## config.mk

```make
export PLATFORM = sky130hd
export DESIGN_NAME = dbr_fetch_seq
export DESIGN_NICKNAME = d
export VERILOG_FILES = /design/src/rtl/dbr_pkg.sv /design/src/rtl/dbr_cond_eval.sv /design/src/rtl/dbr_slot_ctrl.sv /design/src/rtl/dbr_pc_gen.sv /design/src/rtl/dbr_fetch_seq.sv
export SDC_FILE = /design/constraint.sdc
export NUM_CORES = 1
export LEC_CHECK = 0
export BUFFER_PORTS_ARGS = -buffer_cell sky130_fd_sc_hd__buf_2
export CAP_MARGIN = 20
export CORE_MARGIN = 3
export CORE_UTILIZATION = 45
export CTS_BUF_LIST = sky130_fd_sc_hd__clkbuf_16
export DETAILED_ROUTE_END_ITERATION = 16
export GPL_TIMING_DRIVEN = 0
export PLACE_DENSITY = 0.82
export REMOVE_ABC_BUFFERS = 1
export SLEW_MARGIN = 20
export SYNTH_ARGS = -nofsm -noshare
export SYNTH_HDL_FRONTEND = slang
export SYNTH_SLANG_ARGS = --single-unit
export TNS_END_PERCENT = 10
```

## constraint.sdc

```tcl
create_clock -name clk -period 1.8 [get_ports clk]
set_input_delay 0.27 -clock clk [delete_from_list [all_inputs] [get_ports clk]]
set_output_delay 0.27 -clock clk [all_outputs]
set_load 0.02 [all_outputs]
```

## src/rtl/dbr_pkg.sv

```systemverilog
package dbr_pkg;

  typedef enum logic [2:0] {
    BK_NONE = 3'd0,
    BK_EQ   = 3'd1,
    BK_NE   = 3'd2,
    BK_LTZ  = 3'd3,
    BK_GEZ  = 3'd4,
    BK_LEZ  = 3'd5,
    BK_GTZ  = 3'd6,
    BK_RSVD = 3'd7
  } br_kind_e;

  localparam int unsigned INSTR_BYTES = 4;

endpackage

```

## src/rtl/dbr_cond_eval.sv

```systemverilog
module dbr_cond_eval
  import dbr_pkg::*;
#(
  parameter int unsigned DATA_W = 32
) (
  input  logic [2:0]        kind,
  input  logic [DATA_W-1:0] opa,
  input  logic [DATA_W-1:0] opb,
  output logic              is_branch,
  output logic              taken
);

  logic a_zero;
  logic a_neg;

  assign a_zero = (opa == '0);
  assign a_neg  = opa[DATA_W-1];

  always_comb begin
    is_branch = 1'b1;
    taken     = 1'b0;
    unique case (br_kind_e'(kind))
      BK_EQ:   taken = (opa == opb);
      BK_NE:   taken = (opa != opb);
      BK_LTZ:  taken = a_neg;
      BK_GEZ:  taken = !a_neg;
      BK_LEZ:  taken = a_neg || a_zero;
      BK_GTZ:  taken = !a_neg && !a_zero;
      default: is_branch = 1'b0;
    endcase
  end

  // a branch can only be taken if it is a real branch kind
  always_comb begin
    p_taken_needs_branch_r3: assert (!taken || is_branch);
  end

endmodule

```

## src/rtl/dbr_slot_ctrl.sv

```systemverilog
module dbr_slot_ctrl #(
  parameter int unsigned ADDR_W = 32,
  parameter int unsigned SLOTS  = 2,
  localparam int unsigned IDX_W = $clog2(SLOTS + 1)
) (
  input  logic              clk,
  input  logic              rst,
  input  logic              accept,
  input  logic              is_branch,
  input  logic              taken,
  input  logic              likely,
  input  logic [ADDR_W-1:0] target,
  output logic              in_slot,
  output logic [IDX_W-1:0]  slot_idx,
  output logic              annul_cur,
  output logic              redirect,
  output logic [ADDR_W-1:0] redirect_pc
);

  localparam logic [IDX_W-1:0] SLOTS_V = IDX_W'(SLOTS);
  localparam logic [IDX_W-1:0] ONE_V   = IDX_W'(1);

  logic [IDX_W-1:0]  left_q;
  logic              taken_q;
  logic              annul_q;
  logic [ADDR_W-1:0] target_q;

  assign in_slot     = (left_q != '0);
  assign slot_idx    = in_slot ? (SLOTS_V - left_q + ONE_V) : '0;
  assign annul_cur   = in_slot && annul_q;
  assign redirect    = accept && (left_q == ONE_V) && taken_q;
  assign redirect_pc = target_q;

  always_ff @(posedge clk) begin
    if (rst) begin
      left_q   <= '0;
      taken_q  <= 1'b0;
      annul_q  <= 1'b0;
      target_q <= '0;
    end else if (accept) begin
      if (in_slot) begin
        left_q <= left_q - ONE_V;
      end else if (is_branch) begin
        left_q   <= SLOTS_V;
        taken_q  <= taken;
        annul_q  <= likely && !taken;
        target_q <= target;
      end
    end
  end

  // the remaining-slot count never exceeds the window size
  p_left_bound_r4: assert property (@(posedge clk) disable iff (rst)
    left_q <= SLOTS_V);

  // a branch accepted inside a window does not restart the window
  p_no_restart_r9: assert property (@(posedge clk) disable iff (rst)
    (accept && in_slot) |=> (left_q == $past(left_q) - ONE_V));

endmodule

```

## src/rtl/dbr_pc_gen.sv

```systemverilog
module dbr_pc_gen
  import dbr_pkg::*;
#(
  parameter int unsigned     ADDR_W   = 32,
  parameter logic [ADDR_W-1:0] RESET_PC = 32'h100
) (
  input  logic              clk,
  input  logic              rst,
  input  logic              accept,
  input  logic              redirect,
  input  logic [ADDR_W-1:0] redirect_pc,
  output logic [ADDR_W-1:0] pc
);

  localparam logic [ADDR_W-1:0] STEP = ADDR_W'(INSTR_BYTES);

  logic [ADDR_W-1:0] pc_q;

  always_ff @(posedge clk) begin
    if (rst) begin
      pc_q <= RESET_PC;
    end else if (accept) begin
      pc_q <= redirect ? redirect_pc : pc_q + STEP;
    end
  end

  assign pc = pc_q;

  // without an accepted instruction the fetch address holds
  p_hold_r2: assert property (@(posedge clk) disable iff (rst)
    !accept |=> $stable(pc_q));

endmodule

```

## src/rtl/dbr_fetch_seq.sv

```systemverilog
module dbr_fetch_seq
  import dbr_pkg::*;
#(
  parameter int unsigned       DATA_W   = 32,
  parameter int unsigned       ADDR_W   = 32,
  parameter int unsigned       SLOTS    = 2,
  parameter logic [ADDR_W-1:0] RESET_PC = 32'h100,
  localparam int unsigned      IDX_W    = $clog2(SLOTS + 1)
) (
  input  logic              clk,
  input  logic              rst,
  input  logic              in_valid,
  input  logic [2:0]        in_br_kind,
  input  logic              in_br_likely,
  input  logic [DATA_W-1:0] in_opa,
  input  logic [DATA_W-1:0] in_opb,
  input  logic [ADDR_W-1:0] in_target,
  output logic [ADDR_W-1:0] fetch_pc,
  output logic              out_valid,
  output logic [ADDR_W-1:0] out_pc,
  output logic              out_in_slot,
  output logic [IDX_W-1:0]  out_slot_idx,
  output logic              out_annul,
  output logic              out_illegal
);

  logic              is_branch;
  logic              taken;
  logic              in_slot;
  logic [IDX_W-1:0]  slot_idx;
  logic              annul_cur;
  logic              redirect;
  logic [ADDR_W-1:0] redirect_pc;

  dbr_cond_eval #(.DATA_W(DATA_W)) u_cond (
    .kind      (in_br_kind),
    .opa       (in_opa),
    .opb       (in_opb),
    .is_branch (is_branch),
    .taken     (taken)
  );

  dbr_slot_ctrl #(.ADDR_W(ADDR_W), .SLOTS(SLOTS)) u_slot (
    .clk         (clk),
    .rst         (rst),
    .accept      (in_valid),
    .is_branch   (is_branch),
    .taken       (taken),
    .likely      (in_br_likely),
    .target      (in_target),
    .in_slot     (in_slot),
    .slot_idx    (slot_idx),
    .annul_cur   (annul_cur),
    .redirect    (redirect),
    .redirect_pc (redirect_pc)
  );

  dbr_pc_gen #(.ADDR_W(ADDR_W), .RESET_PC(RESET_PC)) u_pc (
    .clk         (clk),
    .rst         (rst),
    .accept      (in_valid),
    .redirect    (redirect),
    .redirect_pc (redirect_pc),
    .pc          (fetch_pc)
  );

  always_ff @(posedge clk) begin
    if (rst) begin
      out_valid    <= 1'b0;
      out_pc       <= '0;
      out_in_slot  <= 1'b0;
      out_slot_idx <= '0;
      out_annul    <= 1'b0;
      out_illegal  <= 1'b0;
    end else begin
      out_valid <= in_valid;
      if (in_valid) begin
        out_pc       <= fetch_pc;
        out_in_slot  <= in_slot;
        out_slot_idx <= slot_idx;
        out_annul    <= annul_cur;
        out_illegal  <= in_slot && is_branch;
      end
    end
  end

  // a branch outside a window is followed by a sequential fetch
  p_seq_after_branch_r4: assert property (@(posedge clk) disable iff (rst)
    (in_valid && !in_slot && is_branch) |=> (fetch_pc == $past(fetch_pc) + ADDR_W'(INSTR_BYTES)));

  // targets used for redirection are word aligned (input assumption)
  p_target_aligned_r4: assert property (@(posedge clk) disable iff (rst)
    (in_valid && !in_slot && is_branch) |-> (in_target[1:0] == 2'b00));

  // only slot instructions can be killed
  p_annul_in_slot_r7: assert property (@(posedge clk) disable iff (rst)
    (out_valid && out_annul) |-> out_in_slot);

  // an illegal branch can only be reported from inside a window
  p_illegal_in_slot_r9: assert property (@(posedge clk) disable iff (rst)
    (out_valid && out_illegal) |-> out_in_slot);

  // the slot position is zero exactly for non-slot instructions
  p_idx_tag_r8: assert property (@(posedge clk) disable iff (rst)
    out_valid |-> (out_in_slot == (out_slot_idx != '0)));

  // an idle input cycle yields no record
  p_idle_record_r10: assert property (@(posedge clk) disable iff (rst)
    !in_valid |=> !out_valid);

endmodule

```

==> results of run 1 <==
per-layer routing:
metal	track usage	vias up	wire, µm	part of all wire
met5	0	-	0	0
met2	0.405	253	7470	0.50
li1	-	2495	-	-
met3	0.0467	31	1140	0.076
met1	0.271	2385	5950	0.40
met4	0.0957	0	413	0.028
power by group through the flow:
stage | clock network, mW | registers [mW] | logic, mW
3_5_place_dp | 0 | 2.52 | 0.588
5_1_grt | 1.91 | 2.47 | 0.674
6_report | 1.77 | 2.46 | 0.613
4_1_cts | 1.81 | 2.47 | 0.604
2_1_floorplan | 0 | 2.53 | 0.238
3_3_place_gp | 0 | 2.52 | 0.553
cells in the mapped netlist (11+ instances only):
| master | number |
|---|---|
| sky130_fd_sc_hd__dfxtp_1 | 106 |
| sky130_fd_sc_hd__nand2_1 | 95 |
| sky130_fd_sc_hd__nor2_1 | 56 |
| sky130_fd_sc_hd__a21oi_1 | 54 |
| sky130_fd_sc_hd__mux2i_1 | 36 |
| sky130_fd_sc_hd__xor2_1 | 34 |
| sky130_fd_sc_hd__clkbuf_1 | 33 |
| sky130_fd_sc_hd__a211oi_1 | 18 |
| sky130_fd_sc_hd__nor4_1 | 16 |
| sky130_fd_sc_hd__o21ai_0 | 16 |
| sky130_fd_sc_hd__nand3_1 | 14 |
| sky130_fd_sc_hd__nand4_1 | 11 |
stage by stage:
stage / hold slack, ps / worst slack, ps / utilization / TNS, ps / instances
global route: 155 / -180 / 0.623 / -1610 / 905
finish: 158 / -134 / 0.623 / -270 / 905
detailed placement: 446 / -1190 / 0.564 / -44950 / 867
global placement: 439 / -3280 / 0.556 / -186820 / 864
CTS: 150 / -105 / 0.604 / -241 / 891
floorplan: 339 / -919 / - / -19290 / 556
cells in the final DEF (no fill, tap or decap), drive strengths merged, types with 3 or more instances in the layout:
cell type / instances
a211oi: 18
a21o: 4
a21oi: 54
a22oi: 3
a311oi: 5
a31oi: 4
and3: 9
and4: 5
buf: 195
clkbuf: 9
clkinv: 5
dfxtp: 106
ha: 4
inv: 5
mux2i: 36
nand2: 95
nand2b: 5
nand3: 16
nand4: 12
nor2: 56
nor3: 4
nor4: 16
o21a: 3
o21ai: 16
o22ai: 7
o31ai: 6
or4: 6
xor2: 34
repair_timing:
item                                    CTS  global route
setup buffers                             6            14
endpoints found under the hold margin     0             0
hold buffers                              0             0
endpoints found under the setup margin   65            53
cloned                                    3             0
resized for setup                        44            25
pin swaps                                14             8
state kept, by name, summed over array words and instances (netlist names):
register	count
u_slot.taken_q	1
u_pc.pc	32
out_slot_idx	2
out_illegal	1
u_slot.left_q	2
u_slot.annul_q	1
u_slot.redirect_pc	32
out_pc	32
out_valid	1
out_in_slot	1
out_annul	1
worst max-delay path, stage by stage (launching register included):
cell and delay [ps]:
sky130_fd_sc_hd__dfxtp_4 370, sky130_fd_sc_hd__and4_4 260, sky130_fd_sc_hd__nand4_1 170, sky130_fd_sc_hd__or3b_4 450
sky130_fd_sc_hd__or4_4 440, sky130_fd_sc_hd__a31oi_4 160
cell type report:
cell class	instances	area, µm²
clock inverters	6	35.0
clock buffers	9	225
fillers	888	3980
inverters	5	18.8
repair buffers	195	1090
multi-input cells	448	2850
well taps	136	170
flip-flops and latches	106	2180
final timing paths:
path	start	cells after the start	endpoint
hold / removal	in_target[21]	3	u_slot.redirect_pc[21]
setup / recovery	u_pc.pc[8]	5	u_pc.pc[29]
hold reg to reg	u_slot.redirect_pc[17]	2	u_slot.redirect_pc[17]
setup reg to reg	u_pc.pc[8]	5	u_pc.pc[29]
kinds of logic (layout without fill, tap and decap cells):
| group | Yosys count | count (layout) | share of synthesized area |
|---|---|---|---|
| muxes | 36 | 36 | 0.0719 |
| adders and majority gates | 4 | 4 | 0.00998 |
| xor gates and xnor gates | 34 | 34 | 0.0594 |
| buffers and inverters | 49 | 215 | 0.0387 |
| and+or+nand+nor | 232 | 235 | 0.220 |
| DFF | 106 | 106 | 0.423 |
| AOI/OAI and AO/OA | 139 | 139 | 0.177 |
==> flow_results.xml, run 1 <==
<?xml version="1.0" encoding="UTF-8"?>
<metrics>
  <group name="status">
    <metric name="outcome" unit="">finished, violations left</metric>
    <metric name="failed_checks" unit="">setup timing</metric>
  </group>
  <group name="detailed_routing">
    <metric name="drcViolationCount" unit="">0</metric>
    <metric name="drt-pass1-iter-count" unit="">5</metric>
    <metric name="drt_iter0_drc" unit="">372</metric>
    <metric name="wire_per_inst" unit="µm">16.5</metric>
    <metric name="routed_via_density" unit="">5.71</metric>
    <metric name="antenna_violating_nets_post_route" unit="">0</metric>
    <metric name="num_vias" unit="">5164</metric>
    <metric name="sum_of_routed_wire_length_over_all_layers" unit="µm">15000</metric>
  </group>
  <group name="place">
    <metric name="postPlaceCellArea" unit="µm²">5960</metric>
    <metric name="gp_congestion" unit="">0.975</metric>
    <metric name="number_of_input_and_output_port_buffers_inserted" unit="">172</metric>
    <metric name="hpwl" unit="µm">9990</metric>
  </group>
  <group name="clock_tree">
    <metric name="numClockSinks" unit="">106</metric>
    <metric name="cts_max_path_buffers" unit="">2</metric>
    <metric name="clock_tree.htree_level_count" unit="">3</metric>
    <metric name="clock_latency" unit="ps">350</metric>
    <metric name="worst_setup_hold_path_clk_slew" unit="ps">70</metric>
    <metric name="tritoncts_clock_tree" unit="">built</metric>
    <metric name="cts_root_buffer" unit="">sky130_fd_sc_hd__clkbuf_16</metric>
    <metric name="cts_inserted_buffers" unit="">9</metric>
  </group>
  <group name="power_and_ir_drop">
    <metric name="net-switching-power" unit="mW">1.27</metric>
    <metric name="largest_voltage_drop_on_the_vdd_net" unit="mV">0.667</metric>
    <metric name="power_density" unit="nW/µm²">737</metric>
    <metric name="power.share.combinational" unit="">0.127</metric>
    <metric name="p_clk_frac" unit="">0.366</metric>
    <metric name="internal_power" unit="mW">3.58</metric>
    <metric name="p_total" unit="mW">4.84</metric>
    <metric name="swShare" unit="">0.261</metric>
    <metric name="sequentialPowerShare" unit="">0.508</metric>
    <metric name="leakage" unit="nW">2.86</metric>
  </group>
  <group name="logic_synthesis">
    <metric name="yosysTopAreaCellShare" unit="">0.423</metric>
    <metric name="ys.warnings.count" unit="">0</metric>
    <metric name="synthTopCellsByArea" unit="">sky130_fd_sc_hd__dfxtp_1, sky130_fd_sc_hd__mux2i_1, sky130_fd_sc_hd__nand2_1, sky130_fd_sc_hd__xor2_1, sky130_fd_sc_hd__a21oi_1</metric>
    <metric name="synth_seq_cells" unit="">106</metric>
    <metric name="netlist-cell-type-count" unit="">53</metric>
    <metric name="ys_seq_area_frac" unit="">0.423</metric>
    <metric name="synth-edff-count" unit="">0</metric>
    <metric name="avgSynthCellArea" unit="µm²">8.36</metric>
    <metric name="synthDominantAreaCellType" unit="">sky130_fd_sc_hd__dfxtp_1</metric>
    <metric name="synthesis.instances" unit="">600</metric>
    <metric name="synth_async_sr_flop_share" unit="">0</metric>
    <metric name="ys_dominant_reg_cell" unit="">sky130_fd_sc_hd__dfxtp_1</metric>
    <metric name="post_synthesis_cell_area" unit="µm²">5010</metric>
  </group>
  <group name="die">
    <metric name="die-area" unit="µm²">12400</metric>
    <metric name="floorplan.core_area" unit="µm²">10600</metric>
    <metric name="io_pins" unit="">173</metric>
    <metric name="initial_utilization" unit="">0.475</metric>
    <metric name="placementRows" unit="">37</metric>
    <metric name="die_x" unit="µm">112</metric>
    <metric name="die_height" unit="µm">112</metric>
  </group>
  <group name="grt">
    <metric name="grt_pass1_wl" unit="µm">23500</metric>
    <metric name="grt_start_max_net_pins" unit="">67</metric>
    <metric name="grt_pass1_vias" unit="">4913</metric>
    <metric name="grt.overflow.total" unit="">0</metric>
    <metric name="antenna_found_initial" unit="">0</metric>
    <metric name="gr-usage-all-layers" unit="">0.230</metric>
  </group>
  <group name="final_layout">
    <metric name="area_delta_synth_final" unit="%">31.1</metric>
    <metric name="finish.instance_area" unit="µm²">6580</metric>
    <metric name="n_antenna_cell" unit="">0</metric>
    <metric name="finish.net_count" unit="">872</metric>
    <metric name="post_route_cells_drive_above_1_share" unit="">0.339</metric>
  </group>
  <group name="timing">
    <metric name="report.final.hold_viol_count" unit="">0</metric>
    <metric name="unrepaired_setup_endpoints_after_global_routing" unit="">true</metric>
    <metric name="final_min_period_over_clock_period" unit="">1.07</metric>
    <metric name="finalMaxSlewViolations" unit="">0</metric>
    <metric name="finalSetupViolCount" unit="">4</metric>
    <metric name="slew_headroom" unit="">0.644</metric>
    <metric name="final_period_minus_worst_setup_slack" unit="ps">1930</metric>
    <metric name="max_freq" unit="MHz">517</metric>
    <metric name="timing.final.ws_setup" unit="ps">-134</metric>
    <metric name="timing.clock.skew" unit="ps">10.2</metric>
    <metric name="max_slew.worst_pin.slew" unit="ps">529</metric>
  </group>
  <group name="critical_path">
    <metric name="cp.required" unit="ps">2070</metric>
    <metric name="r2r_setup_slack" unit="ps">-130</metric>
    <metric name="cp-end-kind" unit="">flip-flop</metric>
    <metric name="worstSetupPathType" unit="">reg -&gt; reg</metric>
    <metric name="arrival" unit="ps">2210</metric>
    <metric name="start_kind" unit="">flip-flop</metric>
    <metric name="critPathMaxFanout" unit="">6</metric>
  </group>
  <group name="job">
    <metric name="max_capacitance_violation_count" unit="">0</metric>
  </group>
  <group name="hold_path">
    <metric name="hold_path.class" unit="">in -&gt; reg</metric>
  </group>
</metrics>
(Power assumes the default switching activity.)
==> run 2: changes to the inputs <==
--- a/config.mk
+++ b/config.mk
@@ -7,6 +7,7 @@
 export LEC_CHECK = 0
 export BUFFER_PORTS_ARGS = -buffer_cell sky130_fd_sc_hd__buf_2
 export CAP_MARGIN = 20
+export CORE_ASPECT_RATIO = 0.6
 export CORE_MARGIN = 3
 export CORE_UTILIZATION = 45
 export CTS_BUF_LIST = sky130_fd_sc_hd__clkbuf_16
==> run 2 against run 1 <==
Sequential share of layout area fell by 1.0 points. Highest routed layer unchanged. Critical path type unchanged. Worst hold slack got worse by 6.9 ps. The flow still finishes with violations (setup timing). Die area rose by 0.34%. Clock skew fell by 2.6 ps. Sequential power barely moved. First-iteration DRC count rose by 29%. Critical path depth rose by 1. Design area rose by 3.5%.
==> flow_results.xml, run 2 (synthesis results as in run 1) <==
<?xml version="1.0" encoding="UTF-8"?>
<metrics>
  <group name="status">
    <metric name="outcome" unit="">finished, violations left</metric>
    <metric name="failed_checks" unit="">setup timing</metric>
  </group>
  <group name="critical_path">
    <metric name="cp-startpoint" unit="">u_pc.pc[21]</metric>
    <metric name="source_of_the_worst_register_to_register_timing_path" unit="">u_pc.pc[21]</metric>
    <metric name="r2r_setup_slack" unit="ps">-70</metric>
    <metric name="worstSetupPathType" unit="">reg -&gt; reg</metric>
    <metric name="arrival" unit="ps">2160</metric>
    <metric name="cp-end-kind" unit="">flip-flop</metric>
    <metric name="critPathMaxFanout" unit="">3</metric>
    <metric name="start_kind" unit="">flip-flop</metric>
    <metric name="cp.required" unit="ps">2090</metric>
    <metric name="r2r.worst_path.cells" unit="">6</metric>
    <metric name="critPathCapture" unit="">u_pc.pc[29]</metric>
    <metric name="crit-reg2reg-capture" unit="">u_pc.pc[29]</metric>
  </group>
  <group name="detailed_routing">
    <metric name="routed_via_density" unit="">5.85</metric>
    <metric name="num_vias" unit="">5410</metric>
    <metric name="sum_of_routed_wire_length_over_all_layers" unit="µm">16900</metric>
    <metric name="antenna_violating_nets_post_route" unit="">0</metric>
    <metric name="drt-pass1-iter-count" unit="">5</metric>
    <metric name="drcViolationCount" unit="">0</metric>
    <metric name="wire_per_inst" unit="µm">18.3</metric>
    <metric name="drt_iter0_drc" unit="">479</metric>
  </group>
  <group name="clock_tree">
    <metric name="tritoncts_clock_tree" unit="">built</metric>
    <metric name="worst_setup_hold_path_clk_slew" unit="ps">80</metric>
    <metric name="numClockSinks" unit="">106</metric>
    <metric name="clock_tree.htree_level_count" unit="">3</metric>
    <metric name="cts_hold_repair.buffers" unit="">0</metric>
    <metric name="clock_latency" unit="ps">350</metric>
    <metric name="cts_inserted_buffers" unit="">9</metric>
    <metric name="cts_root_buffer" unit="">sky130_fd_sc_hd__clkbuf_16</metric>
    <metric name="cts_max_path_buffers" unit="">2</metric>
  </group>
  <group name="timing">
    <metric name="report.final.hold_viol_count" unit="">0</metric>
    <metric name="final_min_period_over_clock_period" unit="">1.04</metric>
    <metric name="slew_headroom" unit="">0.601</metric>
    <metric name="finalMaxSlewViolations" unit="">0</metric>
    <metric name="timing.clock.skew" unit="ps">7.55</metric>
    <metric name="timing.final.ws_setup" unit="ps">-71.4</metric>
    <metric name="max_slew.worst_pin.slew" unit="ps">593</metric>
    <metric name="finalSetupViolCount" unit="">4</metric>
    <metric name="final_period_minus_worst_setup_slack" unit="ps">1870</metric>
    <metric name="max_freq" unit="MHz">534</metric>
    <metric name="unrepaired_setup_endpoints_after_global_routing" unit="">true</metric>
    <metric name="totalNegativeSetupSlack" unit="ps">-109</metric>
  </group>
  <group name="die">
    <metric name="die-area" unit="µm²">12500</metric>
    <metric name="die_height" unit="µm">87.8</metric>
    <metric name="initial_utilization" unit="">0.468</metric>
    <metric name="die_x" unit="µm">142</metric>
    <metric name="floorplan.core_area" unit="µm²">10700</metric>
    <metric name="placementRows" unit="">29</metric>
    <metric name="io_pins" unit="">173</metric>
  </group>
  <group name="power_and_ir_drop">
    <metric name="largest_voltage_drop_on_the_vdd_net" unit="mV">0.468</metric>
    <metric name="leakage" unit="nW">2.99</metric>
    <metric name="power_density" unit="nW/µm²">738</metric>
  </group>
  <group name="grt">
    <metric name="grt_start_max_net_pins" unit="">78</metric>
    <metric name="grt.overflow.total" unit="">0</metric>
    <metric name="gr-usage-all-layers" unit="">0.254</metric>
    <metric name="antenna_found_initial" unit="">0</metric>
    <metric name="grt_pass1_vias" unit="">5039</metric>
    <metric name="grt_pass1_wl" unit="µm">25500</metric>
  </group>
  <group name="hold_path">
    <metric name="timing.hold.worst_path_depth" unit="">3</metric>
    <metric name="hold_path.class" unit="">in -&gt; reg</metric>
  </group>
  <group name="final_layout">
    <metric name="fillers" unit="">920</metric>
    <metric name="finish.net_count" unit="">887</metric>
    <metric name="post_route_cells_drive_above_1_share" unit="">0.363</metric>
    <metric name="finish.instance_area" unit="µm²">6800</metric>
    <metric name="finalNonFillerCells" unit="">924</metric>
    <metric name="finish.utilization" unit="">0.636</metric>
    <metric name="layout_commonest_cell" unit="">sky130_fd_sc_hd__buf_2</metric>
    <metric name="most-common-layout-cells" unit="">sky130_fd_sc_hd__buf_2, sky130_fd_sc_hd__nand2_1, sky130_fd_sc_hd__dfxtp_1</metric>
    <metric name="n_antenna_cell" unit="">0</metric>
    <metric name="area_delta_synth_final" unit="%">35.7</metric>
  </group>
  <group name="place">
    <metric name="postPlaceCellArea" unit="µm²">5970</metric>
    <metric name="dpl_worst_slack" unit="ps">-1190</metric>
    <metric name="gp_congestion" unit="">0.947</metric>
    <metric name="hpwl" unit="µm">10700</metric>
    <metric name="number_of_input_and_output_port_buffers_inserted" unit="">172</metric>
    <metric name="placed_cells" unit="">870</metric>
  </group>
  <group name="job">
    <metric name="max_capacitance_violation_count" unit="">0</metric>
  </group>
</metrics>
-- run 2: where the power goes --
part	switching (mW)	internal, mW	leakage, nW
logic	0.382	0.270	1.97
clock network	0.939	0.966	0.138
registers	0.0612	2.40	0.875
total	1.38	3.64	2.99
-- run 2: worst min path at each step --
| stage | startpoint | to | slack, ps |
|---|---|---|---|
| floorplan | rst | out_illegal | 340 |
| global placement | u_slot.redirect_pc[0] | u_pc.pc[0] | 440 |
| detailed placement | u_slot.redirect_pc[2] | u_slot.redirect_pc[2] | 450 |
| CTS | in_target[16] | u_slot.redirect_pc[16] | 140 |
| global route | in_target[5] | u_slot.redirect_pc[5] | 150 |
| finish | in_target[31] | u_slot.redirect_pc[31] | 150 |
-- run 2: final cells by class --
class                           count  area (µm²)  area share
Clock buffer                        9         225      0.0331
Clock inverter                      7        60.1     0.00883
Inverter                            5        18.8     0.00276
Multi-Input combinational cell    449        2920       0.429
Sequential cell                   106        2190       0.322
Tap cell                          139         174      0.0256
Timing Repair Buffer              209        1220       0.179
-- run 2: worst max-delay path, stage by stage (launching register included) --
cell                      delay [ps]
sky130_fd_sc_hd__dfxtp_2         340
sky130_fd_sc_hd__and4_4          260
sky130_fd_sc_hd__nand4_4         130
sky130_fd_sc_hd__or3b_4          430
sky130_fd_sc_hd__buf_6           130
sky130_fd_sc_hd__or4_1           390
sky130_fd_sc_hd__a31oi_1         130
-- run 2: stage by stage --
| stage | hold slack [ps] | total power [mW] |
|---|---|---|
| after floorplan | 339 | 2.77 |
| after global placement | 437 | 3.07 |
| after detailed placement | 448 | 3.12 |
| after CTS | 142 | 5.01 |
| after global routing | 152 | 5.24 |
| final | 151 | 5.02 |
-- run 2: layer usage --
metal,share of wire,wire [µm],up-vias,GRT usage
li1,-,-,2526,-
met1,0.45,7640,2586,0.333
met2,0.46,7770,267,0.415
met3,0.077,1300,31,0.0611
met4,0.013,218,0,0.0897
met5,0,0,-,0
-- run 2: timing repair --
item / CTS / global route
buffers inserted: 29 / 4
endpoints found under the setup margin: 60 / 57
resized for setup: 64 / 22
pin swaps: 16 / 9
gates cloned: 2 / 3
